==> config.mk <==
export PLATFORM = sky130hd
export DESIGN_NAME = nand_ucode_seq
export DESIGN_NICKNAME = d
export VERILOG_FILES = /design/src/rtl/nus_pkg.sv /design/src/rtl/nus_ctrl.sv /design/src/rtl/nus_dpath.sv /design/src/rtl/nand_ucode_seq.sv
export SDC_FILE = /design/constraint.sdc
export NUM_CORES = 2
export LEC_CHECK = 0
export BUFFER_PORTS_ARGS = -buffer_cell sky130_fd_sc_hd__buf_2
export CAP_MARGIN = 20
export CELL_PAD_IN_SITES_DETAIL_PLACEMENT = 1
export CELL_PAD_IN_SITES_GLOBAL_PLACEMENT = 1
export CORE_MARGIN = 5
export CORE_UTILIZATION = 30
export CTS_BUF_LIST = sky130_fd_sc_hd__clkbuf_4
export DETAILED_ROUTE_END_ITERATION = 10
export GPL_ROUTABILITY_DRIVEN = 0
export HOLD_SLACK_MARGIN = 0.1
export PLACE_DENSITY_LB_ADDON = 0.08
export SLEW_MARGIN = 20
export SYNTH_ARGS = -nofsm -noshare
export SYNTH_HDL_FRONTEND = slang
export SYNTH_SLANG_ARGS = --single-unit
==> constraint.sdc <==
create_clock -name clk -period 9.8 [get_ports clk]
set_input_delay 0.98 -clock clk [delete_from_list [all_inputs] [get_ports clk]]
set_output_delay 0.98 -clock clk [all_outputs]
set_load 0.01 [all_outputs]
==> src/rtl/nus_pkg.sv <==
package nus_pkg;
  localparam logic [3:0] OP_CMD    = 4'h0;
  localparam logic [3:0] OP_DWR    = 4'h1;
  localparam logic [3:0] OP_DRD    = 4'h2;
  localparam logic [3:0] OP_WRREG  = 4'h3;
  localparam logic [3:0] OP_JUMP   = 4'h4;
  localparam logic [3:0] OP_DELAY  = 4'h5;
  localparam logic [3:0] OP_CMPI   = 4'h6;
  localparam logic [3:0] OP_TSW    = 4'h7;
  localparam logic [3:0] OP_NOP    = 4'h8;
  localparam logic [3:0] OP_COPY   = 4'h9;
  localparam logic [3:0] OP_REGOP  = 4'hA;
  localparam logic [3:0] OP_LDCTX  = 4'hB;
  localparam logic [3:0] OP_WFE    = 4'hC;
  localparam logic [3:0] OP_STOPBUS = 4'hD;

  typedef enum logic [1:0] {WS_IMM, WS_COPY, WS_ALU, WS_CTX} wsrc_e;

  typedef struct packed {
    logic  regWe;
    logic  flagWe;
    wsrc_e wsrc;
  } dpStrobe_t;

  function automatic logic isNandOp(input logic [3:0] op);
    return (op == OP_CMD) || (op == OP_DWR) || (op == OP_DRD) ||
           (op == OP_DELAY) || (op == OP_STOPBUS);
  endfunction

  function automatic logic isSchedOp(input logic [3:0] op);
    return (op == OP_TSW) || (op == OP_WFE);
  endfunction
endpackage

==> src/rtl/nus_ctrl.sv <==
module nus_ctrl
  import nus_pkg::*;
#(
  parameter int PROG_DEPTH = 32,
  localparam int PC_W = $clog2(PROG_DEPTH)
) (
  input  logic            clk,
  input  logic            rstN,
  input  logic            progWe,
  input  logic [PC_W-1:0] progAddr,
  input  logic [31:0]     progData,
  input  logic            start,
  input  logic [PC_W-1:0] startPc,
  input  logic            eqFlag,
  input  logic            gtFlag,
  input  logic            nandReady,
  input  logic            resume,
  output logic [31:0]     instr,
  output dpStrobe_t       strobe,
  output logic            nandValid,
  output logic            schedValid,
  output logic            schedKind,
  output logic            errFlag
);
  typedef enum logic [1:0] {S_IDLE, S_EXEC, S_DELAY, S_ERR} state_e;

  state_e          state, stateN;
  logic [PC_W-1:0] pc, pcN, link, linkN, target;
  logic [15:0]     cnt, cntN, imm;
  logic [3:0]      opc, cond;
  logic            errN, advance;
  logic [31:0]     progMem [PROG_DEPTH];

  always_ff @(posedge clk) begin
    if (progWe) progMem[progAddr] <= progData;
  end

  assign instr  = progMem[pc];
  assign opc    = instr[31:28];
  assign cond   = instr[23:20];
  assign imm    = instr[15:0];
  assign target = imm[PC_W-1:0];

  assign nandValid  = (state == S_EXEC) && isNandOp(opc);
  assign schedValid = (state == S_EXEC) && isSchedOp(opc);
  assign schedKind  = (opc == OP_WFE);

  always_comb begin
    stateN  = state;
    pcN     = pc;
    linkN   = link;
    cntN    = cnt;
    errN    = errFlag;
    strobe  = '0;
    advance = 1'b0;
    case (state)
      S_EXEC: begin
        if (isNandOp(opc)) begin
          if (nandReady) begin
            if (opc == OP_DELAY && imm != 16'h0) begin
              stateN = S_DELAY;
              cntN   = imm;
            end else begin
              advance = 1'b1;
            end
          end
        end else if (isSchedOp(opc)) begin
          advance = resume;
        end else begin
          case (opc)
            OP_WRREG: begin strobe.regWe = 1'b1; strobe.wsrc = WS_IMM;  advance = 1'b1; end
            OP_COPY:  begin strobe.regWe = 1'b1; strobe.wsrc = WS_COPY; advance = 1'b1; end
            OP_REGOP: begin strobe.regWe = 1'b1; strobe.wsrc = WS_ALU;  advance = 1'b1; end
            OP_LDCTX: begin strobe.regWe = 1'b1; strobe.wsrc = WS_CTX;  advance = 1'b1; end
            OP_CMPI:  begin strobe.flagWe = 1'b1; advance = 1'b1; end
            OP_NOP:   advance = 1'b1;
            OP_JUMP: begin
              case (cond)
                4'd0: pcN = target;
                4'd1: if (eqFlag) pcN = target; else advance = 1'b1;
                4'd2: if (!eqFlag) pcN = target; else advance = 1'b1;
                4'd3: if (gtFlag) pcN = target; else advance = 1'b1;
                4'd4: begin linkN = pc + 1'b1; pcN = target; end
                4'd5: pcN = link;
                default: advance = 1'b1;
              endcase
            end
            default: begin
              stateN = S_ERR;
              errN   = 1'b1;
            end
          endcase
        end
      end
      S_DELAY: begin
        if (cnt == 16'd1) begin
          stateN  = S_EXEC;
          advance = 1'b1;
        end else begin
          cntN = cnt - 16'd1;
        end
      end
      default: ;
    endcase
    if (advance) pcN = pc + 1'b1;
    if (start) begin
      stateN = S_EXEC;
      pcN    = startPc;
      errN   = 1'b0;
      strobe = '0;
    end
  end

  always_ff @(posedge clk or negedge rstN) begin
    if (!rstN) begin
      state   <= S_IDLE;
      pc      <= '0;
      link    <= '0;
      cnt     <= '0;
      errFlag <= 1'b0;
    end else begin
      state   <= stateN;
      pc      <= pcN;
      link    <= linkN;
      cnt     <= cntN;
      errFlag <= errN;
    end
  end
endmodule

==> src/rtl/nus_dpath.sv <==
module nus_dpath
  import nus_pkg::*;
#(
  parameter int NUM_REGS = 16,
  parameter int CTX_DEPTH = 16,
  localparam int RIDX_W = $clog2(NUM_REGS),
  localparam int CTX_AW = $clog2(CTX_DEPTH)
) (
  input  logic              clk,
  input  logic              rstN,
  input  logic [31:0]       instr,
  input  dpStrobe_t         strobe,
  input  logic [31:0]       ctxRdData,
  output logic [CTX_AW-1:0] ctxRdAddr,
  output logic [31:0]       nandArg,
  output logic              eqFlag,
  output logic              gtFlag
);
  logic [31:0]       regs [NUM_REGS];
  logic [RIDX_W-1:0] rdIdx, rsIdx;
  logic [15:0]       imm;
  logic [31:0]       immExt, rdVal, rsVal, opB, mask, immWr, aluOut, wData;
  logic [4:0]        sh;
  logic [2:0]        aluOp;

  assign rdIdx  = instr[24 +: RIDX_W];
  assign rsIdx  = instr[20 +: RIDX_W];
  assign imm    = instr[15:0];
  assign immExt = {16'h0, imm};
  assign rdVal  = regs[rdIdx];
  assign rsVal  = regs[rsIdx];
  assign aluOp  = instr[19:17];
  assign opB    = instr[16] ? immExt : rsVal;
  assign sh     = {instr[17:16], 3'b000};
  assign mask   = 32'h0000_FFFF << sh;
  assign immWr  = (rdVal & ~mask) | ((immExt << sh) & mask);

  assign ctxRdAddr = imm[CTX_AW-1:0];
  assign nandArg   = (instr[16] && instr[31:28] != OP_DELAY) ? rdVal : immExt;

  always_comb begin
    case (aluOp)
      3'd0:    aluOut = rdVal + opB;
      3'd1:    aluOut = rdVal - opB;
      3'd2:    aluOut = rdVal & opB;
      3'd3:    aluOut = rdVal | opB;
      3'd4:    aluOut = rdVal ^ opB;
      3'd5:    aluOut = rdVal << opB[4:0];
      3'd6:    aluOut = rdVal >> opB[4:0];
      default: aluOut = rdVal;
    endcase
  end

  always_comb begin
    case (strobe.wsrc)
      WS_IMM:  wData = immWr;
      WS_COPY: wData = rsVal;
      WS_ALU:  wData = aluOut;
      default: wData = ctxRdData;
    endcase
  end

  always_ff @(posedge clk or negedge rstN) begin
    if (!rstN) begin
      for (int i = 0; i < NUM_REGS; i++) regs[i] <= '0;
      eqFlag <= 1'b0;
      gtFlag <= 1'b0;
    end else begin
      if (strobe.regWe) regs[rdIdx] <= wData;
      if (strobe.flagWe) begin
        eqFlag <= (rdVal == immExt);
        gtFlag <= (rdVal > immExt);
      end
    end
  end
endmodule

==> src/rtl/nand_ucode_seq.sv <==
module nand_ucode_seq
  import nus_pkg::*;
#(
  parameter int PROG_DEPTH = 32,
  parameter int NUM_REGS = 16,
  parameter int CTX_DEPTH = 16,
  localparam int PC_W = $clog2(PROG_DEPTH),
  localparam int CTX_AW = $clog2(CTX_DEPTH)
) (
  input  logic              clk,
  input  logic              rstN,
  input  logic              progWe,
  input  logic [PC_W-1:0]   progAddr,
  input  logic [31:0]       progData,
  input  logic              start,
  input  logic [PC_W-1:0]   startPc,
  output logic              nandValid,
  input  logic              nandReady,
  output logic [3:0]        nandOp,
  output logic [31:0]       nandArg,
  output logic              schedValid,
  output logic              schedKind,
  input  logic              resume,
  output logic [CTX_AW-1:0] ctxRdAddr,
  input  logic [31:0]       ctxRdData,
  output logic              errFlag
);
  logic [31:0] instr;
  dpStrobe_t   strobe;
  logic        eqFlag, gtFlag;

  assign nandOp = instr[31:28];

  nus_ctrl #(.PROG_DEPTH(PROG_DEPTH)) ctrl_i (
    .clk(clk), .rstN(rstN), .progWe(progWe), .progAddr(progAddr),
    .progData(progData), .start(start), .startPc(startPc),
    .eqFlag(eqFlag), .gtFlag(gtFlag), .nandReady(nandReady), .resume(resume),
    .instr(instr), .strobe(strobe), .nandValid(nandValid),
    .schedValid(schedValid), .schedKind(schedKind), .errFlag(errFlag)
  );

  nus_dpath #(.NUM_REGS(NUM_REGS), .CTX_DEPTH(CTX_DEPTH)) dpath_i (
    .clk(clk), .rstN(rstN), .instr(instr), .strobe(strobe),
    .ctxRdData(ctxRdData), .ctxRdAddr(ctxRdAddr), .nandArg(nandArg),
    .eqFlag(eqFlag), .gtFlag(gtFlag)
  );
endmodule

-- Yosys cells after proc, flatten, opt, wreduce, memory -nomap -nowiden
Memory sizes are Yosys's and may differ from the RTL's.
Cells that the tools add are included.
- bits in registers: 543
- memory bits (writable): 1024
- input port bits: 80
- output and inout bits: 44
- logic and storage cells: 187
- memories kept: 1
- memories (name ; words ; width ; read ports ; clocked after Yosys merged registers in ; wr ports ; RTL line ; RTL):
    ctrl_i.progMem ; 32 ; 32 ; 1 ; 0 ; 1 ; nus_ctrl.sv:32 ; logic [31:0] progMem [PROG_DEPTH];
- add/subtract/negate cells: 4
- magnitude comparators: 4
- equal/unequal tests: 48
- shifts and indexed selects: 4
- mux-type cells: 61
- bitwise logic cells: 11
- reduce and logical (&&, ||, !) cells: 31
- operator list (kind ; number):
    $bwmux 512 ; 1
    $bmux 32 s4 ; 2
    $mux 32 ; 7
    $pmux 32 s7 ; 1
    $demux 32 s4 ; 1
    $and 32x32->32 ; 3
    $pmux 32 s3 ; 1
    $mux 16 ; 4
    $or 32x32->32 ; 2
    $mux 5 ; 9
    $add 32x32->32 ; 1
    $eq 32x16->1 ; 1
    $gt 32x16->1 ; 1
    $not 32->32 ; 1
    $pmux 16 s2 ; 1
    $shl 16x5->32 ; 1
    $shl 16x5->32 const A ; 1
    $shl 32x5->32 ; 1
    $shr 32x5->32 ; 1
    $sub 32x32->32 ; 1
    $xor 32x32->32 ; 1
    $pmux 5 s5 ; 1
    $eq 4x3->1 const B ; 6
    $eq 4x4->1 const B ; 6
    other kinds (45) ; 108

-- Depth between registers and ports, before layout
An unclocked memory read counts as a cell.
- depth after elaboration: 12
- depth in mapped cells: 40
- mapped depth without buffers: 29

-- By module
Synthesis repeated with hierarchy kept, for this count alone.
- cells, all modules: 5834
- area, all modules: 80333.3 µm²
- by module, submodules not included (module ; instances ; cells each ; area an instance (µm²) ; sequential area each (µm²)):
    nus_ctrl ; 1 ; 1986 ; 41529.8 ; 31475.2
    nus_dpath ; 1 ; 3848 ; 38803.5 ; 12862.3

-- Worst setup path after synthesis
OpenSTA, ideal clock, no wires.
- path type: flip-flop to flip-flop
- start: register ctrl_i.pc[1]
- end: register dpath_i.regs[20] in the netlist's numbering
- library setup time: 133 ps
- arrival: 8105 ps
- data required time: 9667 ps
- setup slack: 1562 ps
- cell stages (with the launch flop): 37
- buffers on the path: 14
- period minus slack after synthesis: 8238 ps
- cell sequence: dfrtp_1 > buf_4 > buf_2 > buf_6 > buf_4 > buf_4 > clkbuf_1 > clkbuf_1 > mux4_2 > mux4_2 > mux2i_1 > clkbuf_1 > buf_2 > buf_1 > buf_6 > buf_2 > nor2_1 > clkbuf_1 > nor2_1 > xnor2_1 > ha_1 > nor2b_1 > o21ai_0 > a21boi_0 > o21a_1 > o21a_1 > o31ai_1 > o21ai_0 > or4b_2 > o211ai_1 > xor2_1 > o21ai_0 > a2111oi_0 > o31ai_1 > a21oi_1 > clkbuf_1 > o21ai_0
- word-level cells in the longest chain between the ends: 12
- elaborated cells on any way between the ends: 64
- those cells by class: add/sub (2); order compare (2); eq/ne (18); shift (4); mux (18); bitwise (9); reduce/logical (10); memory (1)
- ends and longest elaborated chain (element ; RTL line ; RTL):
    start, declared ; nus_ctrl.sv:28 ; logic [PC_W-1:0] pc, pcN, link, linkN, target;
    start signal, assigned ; nus_ctrl.sv:123 ; pc <= pcN;
    $mem_v2 32x32 (*) ; -- ;
    parallel branches: the longest is 11 deep, another holds $sub 32x32->32 ; -- ;
    end signal, assigned by index ; nus_dpath.sv:69 ; if (strobe.regWe) regs[rdIdx] <= wData;
    end, declared ; nus_dpath.sv:19 ; logic [31:0] regs [NUM_REGS];
Every way passes the cells marked *. The select of a mux whose other input is x is not followed.
A chain may end at the register's enable or synchronous reset.

-- Final worst setup path
- start: register ctrl_i.pc[2]
- end: register dpath_i.regs[63] in the netlist's numbering
Same word-level chain as after synthesis.

==> results.yml <==
setup_path:
  rrSetupSlack_ns: 0.48
  cpPeakStageDelay_ns: 0.75
  cp.buffers_inverters: 5
  critPathCapture: "dpath_i.regs[63]"
  arrival_ns: 10.33
  crit_path_start_kind: "flip-flop"
  r2r-start: "ctrl_i.pc[2]"
  worstSetupPathDepth: 31
  worstReg2RegEnd: "dpath_i.regs[63]"
  worstRegToRegCells: 31
  crit_required_ns: 10.82
  endpoint_kind: "flip-flop"
  crit_family: "compound AO/OA/AOI/OAI gates"
  criticalPathCategory: "flip-flop to flip-flop"
  crit_fanout: 22
  crit_start: "ctrl_i.pc[2]"
  cpMaxStageDelayCell: "o21ai_4"
finish:
  nNetsFinal: 6857
  utilization_pct: 34.45
  syn_to_final_growth_pct: 14.45
  drive_above_1_share_pct: 25.47
  n_fill_cell: 28750
  final-seq-area_um2: 44350
  multiInputGateArea_um2: 33750
synth:
  synth_area_um2: 80570
  syn_nets: 6396
  ys_types: 116
  async_flop_share_pct: 34.65
  synth_area_leader_cell: "edfxtp_1"
  syn_area_per_cell_um2: 13.02
  synth_most_common_cell: "edfxtp_1"
  yosys_warnings: 0
  yosys-top-cells-count: "1024 x edfxtp_1, 721 x mux2i_1, 682 x nand2_1"
  seq_area_frac_synth_pct: 55.03
  synthTopCellsByArea: "edfxtp_1 38%, dfrtp_1 17%, mux2i_1 9.0%, mux4_2 6.1%, mux2_2 3.3%"
  synth_cells: 6188
  synth_top_cell_area_share_pct: 38.16
  synth_edf_count: 1024
  ys_ff_latch: 1567
  ys.flop_type: "edfxtp_1"
placed_design:
  dpl_worst_slack_ns: 0.4734
  portBuffers: 123
  hpwl_um: 219300
drt:
  wirelength_um: 337700
  drtIter0Drc: 3891
  avgRoutedWirePerCell_um: 32.07
  vias: 57150
  drc: 0
  viasPerCell: 5.427
  dr.pass1.iters: 5
  final_antenna_net_count: 0
status:
  status: "complete, no violations"
clock_tree:
  clkLatencyLatePin_ns: 1.29
  clock_path_buffers: 4
  cts_tree: "done"
  htreeDepth: 5
  cts_num_sinks: 1567
  cts_buffers: 448
  cts-root-buf: "clkbuf_4"
  clk_pin_slew_ns: 0.07
sta:
  finalCritPeriodShare_pct: 95.09
  maxSlewViolCount: 0
  finClkSkew_ns: 0.1556
  tns_ns: 0
  rsz0062_at_grt: "false"
  worst_pin_slew_ns: 1.152
  fin_ws_ns: 0.4816
  setup_viol: 0
  slew_headroom_pct: 23.17
  timing.fmax_mhz: 107.3
  final_hold_viol_count: 0
  post-route-min-period_ns: 9.318
floorplan:
  die_area_um2: 279000
  die_x_um: 528.2
  fp-row-count: 190
  pin_count: 124
  core_um2: 267700
  start_util_pct: 30.10
  fp.dieH_um: 528.2
global_routing:
  grt_pass1_wl_um: 474900
  grt_util_all_layers_pct: 23.70
  grt_max_degree: 124
  overflow: 0
  grt_pass1_vias: 60610
  antenna_found_initial: 17
run:
  drv_cap: 0
min_path:
  hp-class: "input port to flip-flop"
-- worst min-delay path by stage --
stage | from | end | slack (ns) | cells past startpoint
6_report | progData[21] | ctrl_i.progMem[8][21] | 0.24 | 1
5_1_grt | progData[31] | ctrl_i.progMem[20][31] | 0.16 | 1
4_1_cts | progData[21] | ctrl_i.progMem[8][21] | 0.10 | 1
3_5_place_dp | ctrl_i.cnt[14] | ctrl_i.cnt[14] | 0.49 | 1
3_3_place_gp | dpath_i.regs[421] | dpath_i.regs[421] | 0.48 | 2
2_1_floorplan | dpath_i.regs[442] | dpath_i.regs[442] | 0.45 | 2
-- cell usage in the layout, fill, tap and decap left out, drive strengths merged, types with 29 or more instances in the layout --
master	count
edfxtp	1024
mux2i	735
nand2	683
clkbuf	653
dfrtp	543
o21ai	523
buf	448
mux4	282
nor2	253
mux2	236
a21oi	233
ha	127
inv	108
clkinv	101
o22ai	97
a211oi	73
nand3	63
a221oi	61
nor2b	58
a22oi	49
a22o	49
xnor2	46
nor3	38
o211ai	35
o221ai	35
dlygate4sd3	29
-- worst reg2reg max path: cells and delay by family (launching register included) --
kind / cells / cell delay (ns)
adder cells (fa/ha/maj): 1 / 0.30
AO/OA/AOI/OAI: 16 / 4.07
buffers and inverters: 5 / 1.48
multiplexers: 1 / 0.27
flip-flops: 1 / 0.63
XOR/XNOR: 2 / 0.39
AND/OR/NAND/NOR: 6 / 2.01
-- state kept, by name (all words and copies together) (netlist names) --
signal          count
ctrl_i.pc           5
dpath_i.eqFlag      1
ctrl_i.progMem   1024
ctrl_i.link         5
dpath_i.regs      512
dpath_i.gtFlag      1
ctrl_i.cnt         16
ctrl_i.errFlag      1
ctrl_i.state        2
-- logic make-up (layout without fill, tap and decap cells) --
family	after synthesis	in the layout	synth area share, %
DFF	1567	1567	55.03
AOI/OAI and AO/OA	1373	1373	11.00
muxes	1253	1253	20.76
and+or+nand+nor	1238	1238	6.688
buffers and inverters	570	1350	3.878
adders and majority gates	128	128	1.997
xor gates and xnor gates	59	59	0.6414
other	0	11	0
-- stage by stage --
step	cell area, um2	hold WS, ns	cells
final	92210	0.2382	10530
after global routing	92200	0.1587	10530
after CTS	92160	0.1048	10520
after detailed placement	86330	0.4889	9719
after global placement	86300	0.4799	9717
after floorplan	80570	0.4536	6188
-- per-layer routing --
layer  track usage [%]  routed length [um]  vias up
met3             3.304               14300      499
met2             39.87              163000     1471
met4             8.098               12210        4
li1                  -                   -    25010
met5                 0                  24        -
met1             31.42              148200    30160
-- final cells by class --
type / count / area share (%)
Timing Repair Buffer: 477 / 4.016
Multi-Input combinational cell: 4051 / 36.60
Clock buffer: 653 / 5.316
Sequential cell: 1567 / 48.09
Tap cell: 3552 / 4.820
Inverter: 104 / 0.4301
Clock inverter: 116 / 0.6934
Antenna cell: 11 / 0.02985
-- timing repair --
item / CTS / global route
buffers inserted: 0 / 3
endpoints found under the setup margin: 0 / 60
endpoints found under the hold margin: 716 / 0
resized for setup: 0 / 0
hold buffers: 29 / 0
Power is not shown: default switching activity piles up to over one toggle a cycle in this logic, so the estimate is an artifact.
